<file path="src/rtl/pwm_sync_pkg.sv">
package pwm_sync_pkg;

  // Width of each stage's control word; the sync-out select sits at bits 5:4.
  localparam int CTL_W  = 8;
  localparam int SO_LSB = 4;

  typedef enum logic [1:0] {
    SO_PASS = 2'b00,
    SO_ZERO = 2'b01,
    SO_CMPB = 2'b10,
    SO_OFF  = 2'b11
  } so_mode_e;

endpackage

</file>
<file path="src/rtl/pwm_edge_sync.sv">
module pwm_edge_sync #(
  parameter int FLOPS = 2
) (
  input  logic clk,
  input  logic rst_n,
  input  logic pin_i,
  output logic pulse_o
);

  // FLOPS resolving flops plus one history flop for edge detection.
  logic [FLOPS:0] shreg;

  always_ff @(posedge clk or negedge rst_n) begin
    if (!rst_n) shreg <= '0;
    else        shreg <= {shreg[FLOPS-1:0], pin_i};
  end

  assign pulse_o = shreg[FLOPS-1] & ~shreg[FLOPS];

endmodule

</file>
<file path="src/rtl/pwm_tb_counter.sv">
module pwm_tb_counter #(
  parameter int CNT_W = 16
) (
  input  logic             clk,
  input  logic             rst_n,
  input  logic             load_i,
  input  logic [CNT_W-1:0] phase_i,
  input  logic [CNT_W-1:0] period_i,
  input  logic [CNT_W-1:0] cmpb_i,
  output logic [CNT_W-1:0] count_o,
  output logic             zero_o,
  output logic             cmpb_o
);

  logic [CNT_W-1:0] cnt_q;

  always_ff @(posedge clk or negedge rst_n) begin
    if (!rst_n)                cnt_q <= '0;
    else if (load_i)           cnt_q <= phase_i;
    else if (cnt_q >= period_i) cnt_q <= '0;
    else                       cnt_q <= cnt_q + 1'b1;
  end

  assign count_o = cnt_q;
  assign zero_o  = (cnt_q == '0);
  assign cmpb_o  = (cnt_q == cmpb_i);

endmodule

</file>
<file path="src/rtl/pwm_sync_chain.sv">
module pwm_sync_chain
  import pwm_sync_pkg::*;
#(
  parameter int NUM_STAGES = 6,
  parameter int CNT_W      = 16,
  parameter int SPLIT_IDX  = 3,
  parameter int SYNC_FLOPS = 2
) (
  input  logic                          clk,
  input  logic                          rst_n,
  input  logic                          ext_sync_a_i,
  input  logic                          ext_sync_b_i,
  input  logic                          seg2_src_sel_i,
  input  logic [NUM_STAGES*CTL_W-1:0]   ctl_word_i,
  input  logic [NUM_STAGES*CNT_W-1:0]   period_i,
  input  logic [NUM_STAGES*CNT_W-1:0]   phase_i,
  input  logic [NUM_STAGES*CNT_W-1:0]   cmpb_i,
  input  logic [NUM_STAGES-1:0]         phase_en_i,
  output logic [NUM_STAGES*CNT_W-1:0]   count_o,
  output logic                          sync_out_a_o,
  output logic                          sync_out_b_o
);

  logic                  pulse_a;
  logic                  pulse_b;
  logic [NUM_STAGES-1:0] stage_zero;
  logic [NUM_STAGES-1:0] stage_cmpb;
  logic [NUM_STAGES-1:0] stage_sin;
  logic [NUM_STAGES-1:0] stage_sout;
  logic [NUM_STAGES-1:0] stage_load;

  // Resynchronize both asynchronous pins.
  pwm_edge_sync #(.FLOPS(SYNC_FLOPS)) u_sync_a (
    .clk(clk), .rst_n(rst_n), .pin_i(ext_sync_a_i), .pulse_o(pulse_a)
  );
  pwm_edge_sync #(.FLOPS(SYNC_FLOPS)) u_sync_b (
    .clk(clk), .rst_n(rst_n), .pin_i(ext_sync_b_i), .pulse_o(pulse_b)
  );

  // Chain resolution: walk the stages in order, carrying the upstream event.
  always_comb begin
    logic carry;
    logic sin_v;
    logic sout_v;
    carry      = 1'b0;
    stage_sin  = '0;
    stage_sout = '0;
    for (int i = 0; i < NUM_STAGES; i++) begin
      if (i == 0)                               sin_v = pulse_a;
      else if (i == SPLIT_IDX && seg2_src_sel_i) sin_v = pulse_b;
      else                                      sin_v = carry;
      case (so_mode_e'(ctl_word_i[i*CTL_W+SO_LSB +: 2]))
        SO_PASS: sout_v = sin_v;
        SO_ZERO: sout_v = stage_zero[i];
        SO_CMPB: sout_v = stage_cmpb[i];
        default: sout_v = 1'b0;
      endcase
      stage_sin[i]  = sin_v;
      stage_sout[i] = sout_v;
      carry         = sout_v;
    end
  end

  assign stage_load = stage_sin & phase_en_i;

  for (genvar g = 0; g < NUM_STAGES; g++) begin : g_stage
    pwm_tb_counter #(.CNT_W(CNT_W)) u_cnt (
      .clk     (clk),
      .rst_n   (rst_n),
      .load_i  (stage_load[g]),
      .phase_i (phase_i [g*CNT_W +: CNT_W]),
      .period_i(period_i[g*CNT_W +: CNT_W]),
      .cmpb_i  (cmpb_i  [g*CNT_W +: CNT_W]),
      .count_o (count_o [g*CNT_W +: CNT_W]),
      .zero_o  (stage_zero[g]),
      .cmpb_o  (stage_cmpb[g])
    );
  end

  assign sync_out_a_o = stage_sout[0];
  assign sync_out_b_o = stage_sout[SPLIT_IDX];

endmodule

</file>
<file path="config.mk">
export PLATFORM = sky130hd
export DESIGN_NAME = pwm_sync_chain
export DESIGN_NICKNAME = d
export VERILOG_FILES = /design/src/rtl/pwm_sync_pkg.sv /design/src/rtl/pwm_edge_sync.sv /design/src/rtl/pwm_tb_counter.sv /design/src/rtl/pwm_sync_chain.sv
export SDC_FILE = /design/constraint.sdc
export NUM_CORES = 1
export LEC_CHECK = 0
export ABC_AREA = 1
export BUFFER_PORTS_ARGS = -buffer_cell sky130_fd_sc_hd__buf_2
export CAP_MARGIN = 30
export CORE_ASPECT_RATIO = 0.9
export CORE_MARGIN = 2
export CORE_UTILIZATION = 25
export DETAILED_ROUTE_END_ITERATION = 10
export PLACE_DENSITY = 0.6
export REMOVE_ABC_BUFFERS = 1
export SLEW_MARGIN = 20
export SYNTH_ARGS = -nofsm -noshare
export SYNTH_HDL_FRONTEND = slang
export SYNTH_SLANG_ARGS = --single-unit
</file>
<file path="constraint.sdc">
create_clock -name clk -period 1.7 [get_ports clk]
set_input_delay 0.17 -clock clk [delete_from_list [all_inputs] [get_ports clk]]
set_output_delay 0.17 -clock clk [all_outputs]
set_load 0.005 [all_outputs]
</file>
==> results_tabular.tex <==
\begin{tabular}{lr}
\hline
Metric & Value \\
\hline
\multicolumn{2}{l}{\textbf{Status}} \\
\quad Run status & finished with violations \\
\quad Failing checks & setup timing \\
\multicolumn{2}{l}{\textbf{Global routing}} \\
\quad Maximum number of pins on one net before global-route repair & 103 \\
\quad First-pass GRT wire length & 61,900 um \\
\quad Antenna violations before repair & 17 \\
\quad GR Util All Layers & 0.196 \\
\quad Sum of overflow across all layers after global routing & 0 \\
\quad Via count of the first global-routing pass & 11,714 \\
\multicolumn{2}{l}{\textbf{Timing}} \\
\quad Setup WS post-layout & -0.538 ns \\
\quad Final worst path period share & 1.32 \\
\quad Measured slew at the worst slew-check pin & 0.641 ns \\
\quad Final slew viol count & 0 \\
\quad Total Negative Setup Slacks & -37.29 ns \\
\quad Remaining max-slew budget at the tightest pin & 0.572 \\
\quad RSZ-0062 raised after global routing & yes \\
\quad Clock Skew & 0.0115 ns \\
\quad Endpoints failing setup & 98 \\
\quad Final hold vios & 0 \\
\quad Max frequency & 447 MHz \\
\quad Post-route minimum period & 2.24 ns \\
\multicolumn{2}{l}{\textbf{Drt}} \\
\quad Iter 0 DRT Violations & 532 \\
\quad Overall via count from detail\_route & 12,025 \\
\quad Post-DRT Antenna Nets & 0 \\
\quad Post-DR vias/cell & 4.59 \\
\quad DRC & 0 \\
\quad DRT Wirelength & 41,200 um \\
\quad DR WL/cell & 15.7 um \\
\quad Length of the first detailed-routing pass in iterations & 6 \\
\multicolumn{2}{l}{\textbf{Die}} \\
\quad Floorplan die area & 40,300 um2 \\
\quad Die X & 211 um \\
\quad \# IOs & 445 \\
\quad Initial cell density of the core & 0.253 \\
\quad Standard cell core area & 38,300 um2 \\
\quad Number of placement rows & 68 \\
\quad Die Ht & 191 um \\
\multicolumn{2}{l}{\textbf{Critical path}} \\
\quad Endpoint of the worst-slack reg-to-reg timing path & g\_stage[4].u\_cnt.count\_o[11] \\
\quad Worst endpoint data arrival time & 2.55 ns \\
\quad Worst reg2reg setup slack & -0.54 ns \\
\quad Worst Path Required & 2.01 ns \\
\quad Critical Path End Type & register \\
\quad Start of the worst register-to-register path & g\_stage[3].u\_cnt.count\_o[1] \\
\quad Type of the worst setup path & reg -> reg \\
\quad Max FO, Critical Path & 8 \\
\quad Worst-case reg-to-reg path depth & 12 \\
\quad Category of the worst setup path launch point & register \\
\multicolumn{2}{l}{\textbf{Pwr}} \\
\quad Static Leak & 8.75 nW \\
\quad Pwr dens & 1180 nW/um2 \\
\quad Worst IR Drop VDD & 0.475 mV \\
\quad Post-layout total power & 19.4 mW \\
\multicolumn{2}{l}{\textbf{CTS}} \\
\quad Skew-Pair Late Insertion Delay & 0.37 ns \\
\quad Count of H-tree levels built during CTS & 3 \\
\quad Clock-pin slew on the worst setup and hold paths & 0.08 ns \\
\quad Buffer depth of the longest clock path & 2 \\
\quad Clock Root Buffer & sky130\_fd\_sc\_hd\_\_clkbuf\_16 \\
\quad TritonCTS Sinks & 102 \\
\quad Inserted Clock Buffers & 9 \\
\quad CTS tree & done \\
\multicolumn{2}{l}{\textbf{Hold path}} \\
\quad Min-Delay Path Class & in -> reg \\
\quad Hold path cells & 3 \\
\quad Worst hold endpoint & g\_stage[4].u\_cnt.count\_o[5] \\
\quad Worst hold path startpoint & phase\_i[69] \\
\multicolumn{2}{l}{\textbf{Synthesis}} \\
\quad Ys Warns & 0 \\
\quad Most common flop cell mapped by yosys & sky130\_fd\_sc\_hd\_\_dfrtp\_1 \\
\quad Fraction of synthesized cell area taken by the top area cell type & 0.264 \\
\quad Number of synthesized flops with an enable pin & 0 \\
\quad Proportion of synthesized chip area in sequential cells & 0.264 \\
\quad Post-synthesis sequential element count & 102 \\
\quad Distinct cell type count after synthesis & 46 \\
\quad Average cell area after synthesis & 6.91 um2 \\
\quad Largest area contributor in the synthesized netlist & sky130\_fd\_sc\_hd\_\_dfrtp\_1 \\
\quad Fraction of registers with async set or reset after synthesis & 1.00 \\
\quad Synthesized instance count & 1,401 \\
\quad Most area-consuming cells after synthesis & sky130\_fd\_sc\_hd\_\_dfrtp\_1 26\%, sky130\_fd\_sc\_hd\_\_nand2\_1 14\%, sky130\_fd\_sc\_hd\_\_ha\_1 14\%, sky130\_fd\_sc\_hd\_\_inv\_1 8.4\%, sky130\_fd\_sc\_hd\_\_nand3\_1 5.1\% \\
\quad Netlist area before placement & 9690 um2 \\
\multicolumn{2}{l}{\textbf{Place}} \\
\quad Setup WS pre-CTS & -0.532 ns \\
\quad RePlAce Congestion & 0.943 \\
\quad Final HPWL from detailed placement & 32,800 um \\
\quad Total of buffers placed on input and output ports & 390 \\
\multicolumn{2}{l}{\textbf{Flow run}} \\
\quad Number of maximum-capacitance violations & 0 \\
\multicolumn{2}{l}{\textbf{Final layout}} \\
\quad Layout cells sized above 1 & 0.449 \\
\quad P\&R area growth vs syn & 69.2\% \\
\quad Post-layout net count & 2,568 \\
\quad Leading cell types in the layout, fill and taps excluded & 388 x sky130\_fd\_sc\_hd\_\_buf\_2, 310 x sky130\_fd\_sc\_hd\_\_nand2\_1, 277 x sky130\_fd\_sc\_hd\_\_buf\_4, 208 x sky130\_fd\_sc\_hd\_\_inv\_1, 111 x sky130\_fd\_sc\_hd\_\_nor2\_1 \\
\quad Leading cell type in the layout, fill and taps excluded & sky130\_fd\_sc\_hd\_\_buf\_2 \\
\hline
\end{tabular}
[critical path: stages, from the launching register on]
cell and delay (ns):
sky130_fd_sc_hd__dfrtp_1 0.43, sky130_fd_sc_hd__buf_4 0.17, sky130_fd_sc_hd__xnor2_1 0.15, sky130_fd_sc_hd__nand3_1 0.11
sky130_fd_sc_hd__nor4_2 0.25, sky130_fd_sc_hd__nand3_1 0.12, sky130_fd_sc_hd__nand2_1 0.16, sky130_fd_sc_hd__nand2_4 0.08
sky130_fd_sc_hd__buf_6 0.13, sky130_fd_sc_hd__nor2_4 0.24, sky130_fd_sc_hd__clkbuf_16 0.22, sky130_fd_sc_hd__nand2_1 0.05
sky130_fd_sc_hd__nand2_1 0.05
[area by class of cell]
class | instances | area [um2]
antenna | 15 | 37.5
clock buffer | 12 | 246
clock inverter | 2 | 10.0
fill | 3946 | 21900
inverter | 222 | 841
multi-input combinational | 1057 | 7290
sequential | 102 | 2570
tap | 490 | 613
timing repair buffer | 722 | 4780
[how the worst max path moves through the flow]
stage	from	end	slack [ns]	cells past startpoint
2_1_floorplan	g_stage[0].u_cnt.count_o[0]	g_stage[2].u_cnt.count_o[1]	-0.21	11
3_3_place_gp	g_stage[2].u_cnt.count_o[1]	g_stage[5].u_cnt.count_o[4]	-0.53	13
3_5_place_dp	g_stage[2].u_cnt.count_o[1]	g_stage[5].u_cnt.count_o[7]	-0.53	13
4_1_cts	g_stage[0].u_cnt.count_o[1]	sync_out_b_o	-0.51	15
5_1_grt	g_stage[0].u_cnt.count_o[6]	g_stage[4].u_cnt.count_o[4]	-0.68	18
6_report	g_stage[3].u_cnt.count_o[1]	g_stage[4].u_cnt.count_o[11]	-0.54	12
[per-stage QoR]
stage	instances	hold slack [ns]	cell area, um2	util
floorplan	1379	-0.126	9560	-
CTS	2588	0.000588	15600	0.407
global placement	2503	0.280	14100	0.368
finish	2622	0.0164	16400	0.428
detailed placement	2503	0.281	14100	0.368
global route	2620	0.00116	16400	0.428
[logic make-up (layout without fill, tap and decap cells)]
kind of cell / count (synthesis) / after routing / share of synthesized area
other: 0 / 15 / 0
adder cells (fa/ha/maj): 107 / 107 / 0.138
XOR/XNOR: 90 / 90 / 0.0814
AO/OA/AOI/OAI: 160 / 160 / 0.0983
buffers and inverters: 244 / 958 / 0.0988
flip-flops: 102 / 102 / 0.264
AND/OR/NAND/NOR: 698 / 700 / 0.320
[flip-flops by register name (all words and copies together) (netlist names)]
name	cells
u_sync_b.shreg	3
g_stage.u_cnt.count_o	96
u_sync_a.shreg	3
[routing by layer]
| layer | routed length [um] | global-route usage | share of wire | vias up |
|---|---|---|---|---|
| li1 | - | - | - | 6000 |
| met1 | 18500 | 0.255 | 0.45 | 5677 |
| met2 | 20200 | 0.334 | 0.49 | 289 |
| met3 | 1590 | 0.0252 | 0.039 | 55 |
| met4 | 937 | 0.0672 | 0.023 | 4 |
| met5 | 26 | 0 | 0.00063 | - |
[synth_stat cells, types with 10 or more instances]
| library cell | number |
|---|---|
| sky130_fd_sc_hd__o21ai_0 | 52 |
| sky130_fd_sc_hd__nor3_1 | 23 |
| sky130_fd_sc_hd__xor2_1 | 55 |
| sky130_fd_sc_hd__nor3_2 | 10 |
| sky130_fd_sc_hd__nand2_1 | 361 |
| sky130_fd_sc_hd__a21oi_1 | 55 |
| sky130_fd_sc_hd__xnor2_1 | 35 |
| sky130_fd_sc_hd__nand3_1 | 98 |
| sky130_fd_sc_hd__nor2_1 | 130 |
| sky130_fd_sc_hd__inv_1 | 216 |
| sky130_fd_sc_hd__clkbuf_1 | 11 |
| sky130_fd_sc_hd__ha_1 | 107 |
| sky130_fd_sc_hd__nand4_1 | 21 |
| sky130_fd_sc_hd__o31ai_1 | 22 |
| sky130_fd_sc_hd__nor4_1 | 19 |
| sky130_fd_sc_hd__dfrtp_1 | 102 |
[power by group]
part           leakage (nW)  total (mW)  internal [mW]  switching, mW
sequential             1.31        4.52           3.32           1.20
clock                 0.128        2.04           1.02           1.02
combinational          7.31        12.8           6.43           6.39
total                  8.75        19.4           10.8           8.61
[repair_timing]
item                                    in CTS  in global routing
setup buffers                               47                 17
pin swaps                                   66                 77
hold endpoints to repair                   121                  0
hold buffers                                20                  0
endpoints found under the setup margin      98                 98
gates cloned                                 4                  2
gates resized for setup                    170                132
(Power assumes the default switching activity.)
